[src/rtl/pfd_pkg.sv]
package pfd_pkg;

    // Per-input sampling history used for rising-edge detection
    typedef struct packed {
        logic samp;
        logic prev;
    } edge_st_t;

    // Side selector for the edge-detector generate loop
    localparam int unsigned SIDE_VCO = 0;
    localparam int unsigned SIDE_REF = 1;
    localparam int unsigned NUM_SIDES = 2;

endpackage

[src/rtl/pfd_edge_det.sv]
module pfd_edge_det
    import pfd_pkg::*;
(
    input  logic clk_i,
    input  logic rst_i,
    input  logic sig_i,
    output logic rise_o
);

    edge_st_t st_d, st_q;

    always_comb begin
        st_d      = st_q;
        st_d.samp = sig_i;
        st_d.prev = st_q.samp;
        if (rst_i) begin
            // Preset high: a level already high at release is no edge
            st_d.samp = 1'b1;
            st_d.prev = 1'b1;
        end
    end

    always_ff @(posedge clk_i) begin
        st_q <= st_d;
    end

    assign rise_o = st_q.samp & ~st_q.prev;

endmodule

[src/rtl/pfd_flag_core.sv]
module pfd_flag_core #(
    parameter int unsigned CLR_DLY = 2
) (
    input  logic clk_i,
    input  logic rst_i,
    input  logic vco_rise_i,
    input  logic ref_rise_i,
    output logic vco_flag_o,
    output logic ref_flag_o
);

    localparam int unsigned CNT_W = (CLR_DLY > 1) ? $clog2(CLR_DLY) : 1;
    localparam logic [CNT_W-1:0] CNT_LAST = CNT_W'(CLR_DLY - 1);

    typedef struct packed {
        logic             vf;
        logic             rf;
        logic [CNT_W-1:0] cnt;
    } core_st_t;

    core_st_t st_d, st_q;
    logic     both;
    logic     clr;

    always_comb begin
        both = st_q.vf & st_q.rf;
        clr  = both && (st_q.cnt == CNT_LAST);
        st_d = st_q;
        // A new edge wins over a simultaneous clear
        st_d.vf  = (st_q.vf & ~clr) | vco_rise_i;
        st_d.rf  = (st_q.rf & ~clr) | ref_rise_i;
        st_d.cnt = (both && !clr) ? st_q.cnt + 1'b1 : '0;
        if (rst_i) begin
            st_d = '0;
        end
    end

    always_ff @(posedge clk_i) begin
        st_q <= st_d;
    end

    assign vco_flag_o = st_q.vf;
    assign ref_flag_o = st_q.rf;

endmodule

[src/rtl/pfd_out_enc.sv]
module pfd_out_enc (
    input  logic vco_flag_i,
    input  logic ref_flag_i,
    output logic err_o,
    output logic err_oe_o,
    output logic vco_err_n_o,
    output logic ref_err_n_o
);

    always_comb begin
        err_oe_o    = vco_flag_i ^ ref_flag_i;
        err_o       = ref_flag_i & ~vco_flag_i;
        vco_err_n_o = ~vco_flag_i;
        ref_err_n_o = ~ref_flag_i;
    end

endmodule

[src/rtl/pfd_tristate.sv]
module pfd_tristate
    import pfd_pkg::*;
#(
    parameter int unsigned CLR_DLY = 2
) (
    input  logic clk_i,
    input  logic rst_i,
    input  logic vco_in_i,
    input  logic ref_in_i,
    output logic err_o,
    output logic err_oe_o,
    output logic vco_err_n_o,
    output logic ref_err_n_o
);

    logic [NUM_SIDES-1:0] in_vec;
    logic [NUM_SIDES-1:0] rise_vec;
    logic                 vco_flag;
    logic                 ref_flag;

    assign in_vec[SIDE_VCO] = vco_in_i;
    assign in_vec[SIDE_REF] = ref_in_i;

    for (genvar g = 0; g < NUM_SIDES; g++) begin : g_edge
        pfd_edge_det u_edge (
            .clk_i  (clk_i),
            .rst_i  (rst_i),
            .sig_i  (in_vec[g]),
            .rise_o (rise_vec[g])
        );
    end

    pfd_flag_core #(
        .CLR_DLY (CLR_DLY)
    ) u_core (
        .clk_i      (clk_i),
        .rst_i      (rst_i),
        .vco_rise_i (rise_vec[SIDE_VCO]),
        .ref_rise_i (rise_vec[SIDE_REF]),
        .vco_flag_o (vco_flag),
        .ref_flag_o (ref_flag)
    );

    pfd_out_enc u_enc (
        .vco_flag_i  (vco_flag),
        .ref_flag_i  (ref_flag),
        .err_o       (err_o),
        .err_oe_o    (err_oe_o),
        .vco_err_n_o (vco_err_n_o),
        .ref_err_n_o (ref_err_n_o)
    );

endmodule

[config.mk]
export PLATFORM = sky130hd
export DESIGN_NAME = pfd_tristate
export DESIGN_NICKNAME = d
export VERILOG_FILES = /design/src/rtl/pfd_pkg.sv /design/src/rtl/pfd_edge_det.sv /design/src/rtl/pfd_flag_core.sv /design/src/rtl/pfd_out_enc.sv /design/src/rtl/pfd_tristate.sv
export SDC_FILE = /design/constraint.sdc
export NUM_CORES = 1
export LEC_CHECK = 0
export BUFFER_PORTS_ARGS = -buffer_cell sky130_fd_sc_hd__clkbuf_2
export CORE_AREA = 2 2 39 41
export CTS_CLUSTER_DIAMETER = 40
export CTS_CLUSTER_SIZE = 10
export DETAILED_ROUTE_END_ITERATION = 8
export DIE_AREA = 0 0 41 43
export PLACE_DENSITY = 0.49
export SLEW_MARGIN = 10
export SYNTH_ARGS = -nofsm -noshare
export SYNTH_HDL_FRONTEND = slang
export SYNTH_HIERARCHICAL = 1
export SYNTH_SLANG_ARGS = --single-unit
[constraint.sdc]
create_clock -name clk_i -period 0.8 [get_ports clk_i]
set_clock_uncertainty 0.05 [all_clocks]
set_input_delay 0.04 -clock clk_i [delete_from_list [all_inputs] [get_ports clk_i]]
set_output_delay 0.04 -clock clk_i [all_outputs]
set_load 0.1 [all_outputs]
==> run_summary.xml <==
<?xml version="1.0" encoding="UTF-8"?>
<metrics>
  <group name="setup_path">
    <metric name="worstPathCellList" unit="">clkinvlp_4 -&gt; ha_4 -&gt; clkinvlp_4 -&gt; buf_12</metric>
    <metric name="timing.critical_path.slowest_cell_delay" unit="ps">340</metric>
    <metric name="timing.critical_path.to_type" unit="">primary output</metric>
    <metric name="regToRegSetupSlack" unit="ps">-150</metric>
    <metric name="crit_path_max_fanout" unit="">2</metric>
    <metric name="rr_endpoint" unit="">u_core/ref_flag_o$_SDFF_PP0_</metric>
    <metric name="critical_path_required" unit="ps">710</metric>
    <metric name="setup.worst_path.start_class" unit="">flop</metric>
    <metric name="worst-setup-path-type" unit="">flop to primary output</metric>
    <metric name="regToRegStartpoint" unit="">u_core/ref_flag_o$_SDFF_PP0_</metric>
    <metric name="critical-path-slowest-cell" unit="">sky130_fd_sc_hd__dfxtp_2</metric>
    <metric name="worst-endpoint-arrival" unit="ps">1210</metric>
    <metric name="crit_top_cell" unit="">sky130_fd_sc_hd__clkinvlp_4</metric>
    <metric name="worst_r2r_path_depth" unit="">4</metric>
  </group>
  <group name="synth">
    <metric name="ys_seq_elements" unit="">7</metric>
    <metric name="syn_avg_cell_area" unit="sq um">9.709</metric>
    <metric name="postSynth.asyncResetShare" unit="%">0</metric>
    <metric name="yosysTopAreaCell" unit="">sky130_fd_sc_hd__dfxtp_1</metric>
    <metric name="yosysSeqAreaShare" unit="%">57.73</metric>
    <metric name="ys_types" unit="">9</metric>
    <metric name="ys.flop_type" unit="">sky130_fd_sc_hd__dfxtp_1</metric>
    <metric name="cell_count_after_synthesis" unit="">25</metric>
    <metric name="synth_nets" unit="">30</metric>
    <metric name="synth_commonest_cells" unit="">sky130_fd_sc_hd__dfxtp_1, sky130_fd_sc_hd__inv_1, sky130_fd_sc_hd__or2_1</metric>
    <metric name="synth_top_area_share" unit="%">57.73</metric>
    <metric name="synth-edff-count" unit="">0</metric>
    <metric name="syn_area" unit="sq um">242.7</metric>
    <metric name="synth_warnings" unit="">6</metric>
    <metric name="synth.top_cells.by_area" unit="">sky130_fd_sc_hd__dfxtp_1, sky130_fd_sc_hd__or2_1, sky130_fd_sc_hd__inv_1, sky130_fd_sc_hd__a311oi_1, sky130_fd_sc_hd__ha_1</metric>
    <metric name="most_used_standard_cell_by_instance_count_after_synthesis" unit="">sky130_fd_sc_hd__dfxtp_1</metric>
  </group>
  <group name="global_route">
    <metric name="grt_util_met3" unit="%">1.571</metric>
    <metric name="grt_max_degree" unit="">8</metric>
    <metric name="grtUsageMet2" unit="%">9.375</metric>
    <metric name="grt_remaining_overflow" unit="">0</metric>
    <metric name="global_route.usage.total" unit="%">6.332</metric>
    <metric name="first_global_vias" unit="">206</metric>
    <metric name="grt_util_met1" unit="%">6.774</metric>
    <metric name="antenna_violations_before_repair" unit="">0</metric>
    <metric name="grt_first_pass_wirelength" unit="microns">731</metric>
    <metric name="top_usage_layer" unit="">met2</metric>
  </group>
  <group name="cts">
    <metric name="cts_inserted_buffers" unit="">3</metric>
    <metric name="cts.clk_slew.worst_paths" unit="ps">50</metric>
    <metric name="cts.sinks" unit="">7</metric>
    <metric name="clk_root_buffer_cell" unit="">sky130_fd_sc_hd__clkbuf_4</metric>
    <metric name="clock_tree.buffer_depth" unit="">2</metric>
    <metric name="tritoncts" unit="">done</metric>
    <metric name="clock_insertion_delay_worst_skew" unit="ps">240</metric>
    <metric name="clock_tree.htree_level_count" unit="">1</metric>
  </group>
  <group name="routing">
    <metric name="vias" unit="">219</metric>
    <metric name="drt-pass1-iter-count" unit="">1</metric>
    <metric name="routed_vias_inst" unit="">3.712</metric>
    <metric name="drt-wirelength-per-cell" unit="microns">7.169</metric>
    <metric name="drc" unit="">0</metric>
    <metric name="route.final.wire_length" unit="microns">423</metric>
    <metric name="drtIter0Drc" unit="">0</metric>
    <metric name="postRouteAntennaNets" unit="">0</metric>
  </group>
  <group name="sta">
    <metric name="max_clock_freq" unit="GHz">0.7685</metric>
    <metric name="grt_setup_unrepaired" unit="">yes</metric>
    <metric name="timing_max_transition_violations_final" unit="">0</metric>
    <metric name="setup_violations" unit="">6</metric>
    <metric name="post-route-period-util" unit="%">162.7</metric>
    <metric name="period_minus_slack" unit="ps">1301</metric>
    <metric name="worst_path_setup_slack_after_routing" unit="ps">-501.2</metric>
    <metric name="final-hold-violation-count" unit="">1</metric>
    <metric name="hold-worst-slack" unit="ps">-0.1327</metric>
    <metric name="worst_slew_pin_tran" unit="ps">174.3</metric>
    <metric name="timing.max_slew.rel_slack" unit="%">88.38</metric>
  </group>
  <group name="layout">
    <metric name="instances_no_fill" unit="">59</metric>
    <metric name="antenna_cells_inserted" unit="">0</metric>
    <metric name="share_of_final_layout_standard_cells_stronger_than_drive_strength_1" unit="%">62.79</metric>
    <metric name="syn2layout_area_growth" unit="%">112.9</metric>
    <metric name="post-route-util" unit="%">37.34</metric>
    <metric name="final_nets" unit="">49</metric>
    <metric name="nFillCells" unit="">141</metric>
  </group>
  <group name="die">
    <metric name="die-width" unit="microns">41</metric>
    <metric name="chipHeight" unit="microns">43</metric>
    <metric name="floorplan.initialDensity" unit="%">17.54</metric>
    <metric name="row_count" unit="">14</metric>
    <metric name="top_level_ports" unit="">8</metric>
    <metric name="core-area" unit="sq mm">0.001384</metric>
    <metric name="die_area" unit="sq mm">0.001763</metric>
  </group>
  <group name="placed_design">
    <metric name="dp.cells" unit="">51</metric>
    <metric name="numPortBuffers" unit="">7</metric>
    <metric name="routabilityCongestion" unit="">0.7053</metric>
  </group>
  <group name="status">
    <metric name="result_of_the_run" unit="">finished, violations left</metric>
    <metric name="violations_in_the_final_reports" unit="">negative hold slack, negative setup slack</metric>
  </group>
  <group name="pwr">
    <metric name="irDropWorstVdd" unit="mV">0.5814</metric>
    <metric name="power.static_leakage" unit="nW">0.2051</metric>
    <metric name="power.total" unit="uW">922.3</metric>
    <metric name="p_per_area" unit="mW/mm^2">1785</metric>
  </group>
  <group name="hold_path">
    <metric name="hold-path-cell-count" unit="">2</metric>
    <metric name="hp-class" unit="">primary input to flop</metric>
    <metric name="whs_endpoint" unit="">u_core/ref_flag_o$_SDFF_PP0_</metric>
    <metric name="origin_of_the_worst_min_delay_path" unit="">rst_i</metric>
  </group>
  <group name="flow_run">
    <metric name="maxCapViolCount" unit="">0</metric>
  </group>
</metrics>
## stage by stage
step	setup slack (ps)	cell area, sq um	setup TNS (ps)	hold WS, ps
3_3_place_gp	-247.7	424.2	-420.6	170.3
4_1_cts	-519.2	480.5	-1489	-6.220
5_1_grt	-566.1	516.7	-1915	18.36
3_5_place_dp	-246.4	424.2	-467.3	178.8
2_1_floorplan	-939.6	286.5	-1613	58.26
6_report	-501.2	516.7	-1588	-0.1327
## state kept, by name, indices dropped and copies added (netlist names)
name,cells
g_edge.u_edge/st_q,4
u_core/ref_flag_o,1
u_core/st_q,1
u_core/vco_flag_o,1
## how the worst max path moves through the flow
stage,from,end,slack [ps],depth (start not counted)
after detailed placement,u_core/vco_flag_o$_SDFF_PP0_,err_oe_o,-250,4
after global placement,u_core/vco_flag_o$_SDFF_PP0_,err_oe_o,-250,4
after floorplan,u_core/vco_flag_o$_SDFF_PP0_,err_oe_o,-940,3
after CTS,u_core/vco_flag_o$_SDFF_PP0_,err_oe_o,-520,4
final,u_core/vco_flag_o$_SDFF_PP0_,err_oe_o,-500,4
after global routing,u_core/vco_flag_o$_SDFF_PP0_,err_oe_o,-570,4
## area by class of cell
class	count	area, sq um	share of cell area, %
Timing Repair Buffer	14	163.9	31.72
Sequential cell	7	145.1	28.09
Multi-Input combinational cell	13	131.4	25.42
Inverter	5	30.03	5.811
Clock buffer	4	26.28	5.085
Tap cell	16	20.02	3.874
## per-layer routing
| layer | routed length, microns | part of all wire [%] |
|---|---|---|
| met2 | 225 | 53 |
| met1 | 172 | 41 |
| met5 | 0 | 0 |
| met4 | 0 | 0 |
| met3 | 26 | 6.1 |
## power by group
group | switching, mW | leakage [nW] | total [mW] | internal [mW]
Sequential | 0.0108 | 0.0588 | 0.374 | 0.363
Combinational | 0.132 | 0.131 | 0.237 | 0.105
Clock | 0.122 | 0.0150 | 0.312 | 0.190
## repair_timing
item,CTS,global route
hold buffers,2,0
hold endpoints to repair,4,0
buffers inserted,0,2
pin swaps,0,2
setup endpoints to repair,7,7
resized for setup,2,5
## worst max-delay path: cells and delay by family (launching register included)
family | cells | cell delay (ps)
fa+ha+maj | 1 | 280
buf+inv | 3 | 350
flops | 1 | 340
## cells in the final DEF (no fill, tap or decap)
master / n
sky130_fd_sc_hd__dfxtp_1: 5
sky130_fd_sc_hd__or2_1: 4
sky130_fd_sc_hd__buf_12: 4
sky130_fd_sc_hd__clkbuf_4: 3
sky130_fd_sc_hd__clkbuf_2: 3
sky130_fd_sc_hd__buf_6: 3
sky130_fd_sc_hd__clkinvlp_4: 3
sky130_fd_sc_hd__nor2b_4: 2
sky130_fd_sc_hd__dlygate4sd3_1: 2
sky130_fd_sc_hd__buf_4: 2
sky130_fd_sc_hd__inv_1: 2
sky130_fd_sc_hd__a311oi_2: 2
sky130_fd_sc_hd__clkbuf_1: 1
sky130_fd_sc_hd__nor2_2: 1
sky130_fd_sc_hd__nand2_1: 1
sky130_fd_sc_hd__nor3_2: 1
sky130_fd_sc_hd__nor2_1: 1
sky130_fd_sc_hd__dfxtp_4: 1
sky130_fd_sc_hd__dfxtp_2: 1
sky130_fd_sc_hd__ha_4: 1
## kinds of logic after synthesis
logic type | Yosys count | synth area share (%)
and+or+nand+nor | 10 | 22.16
DFF | 7 | 57.73
adders and majority gates | 1 | 5.154
buffers and inverters | 5 | 7.733
AOI/OAI and AO/OA | 2 | 7.218
(Power assumes the default switching activity.)
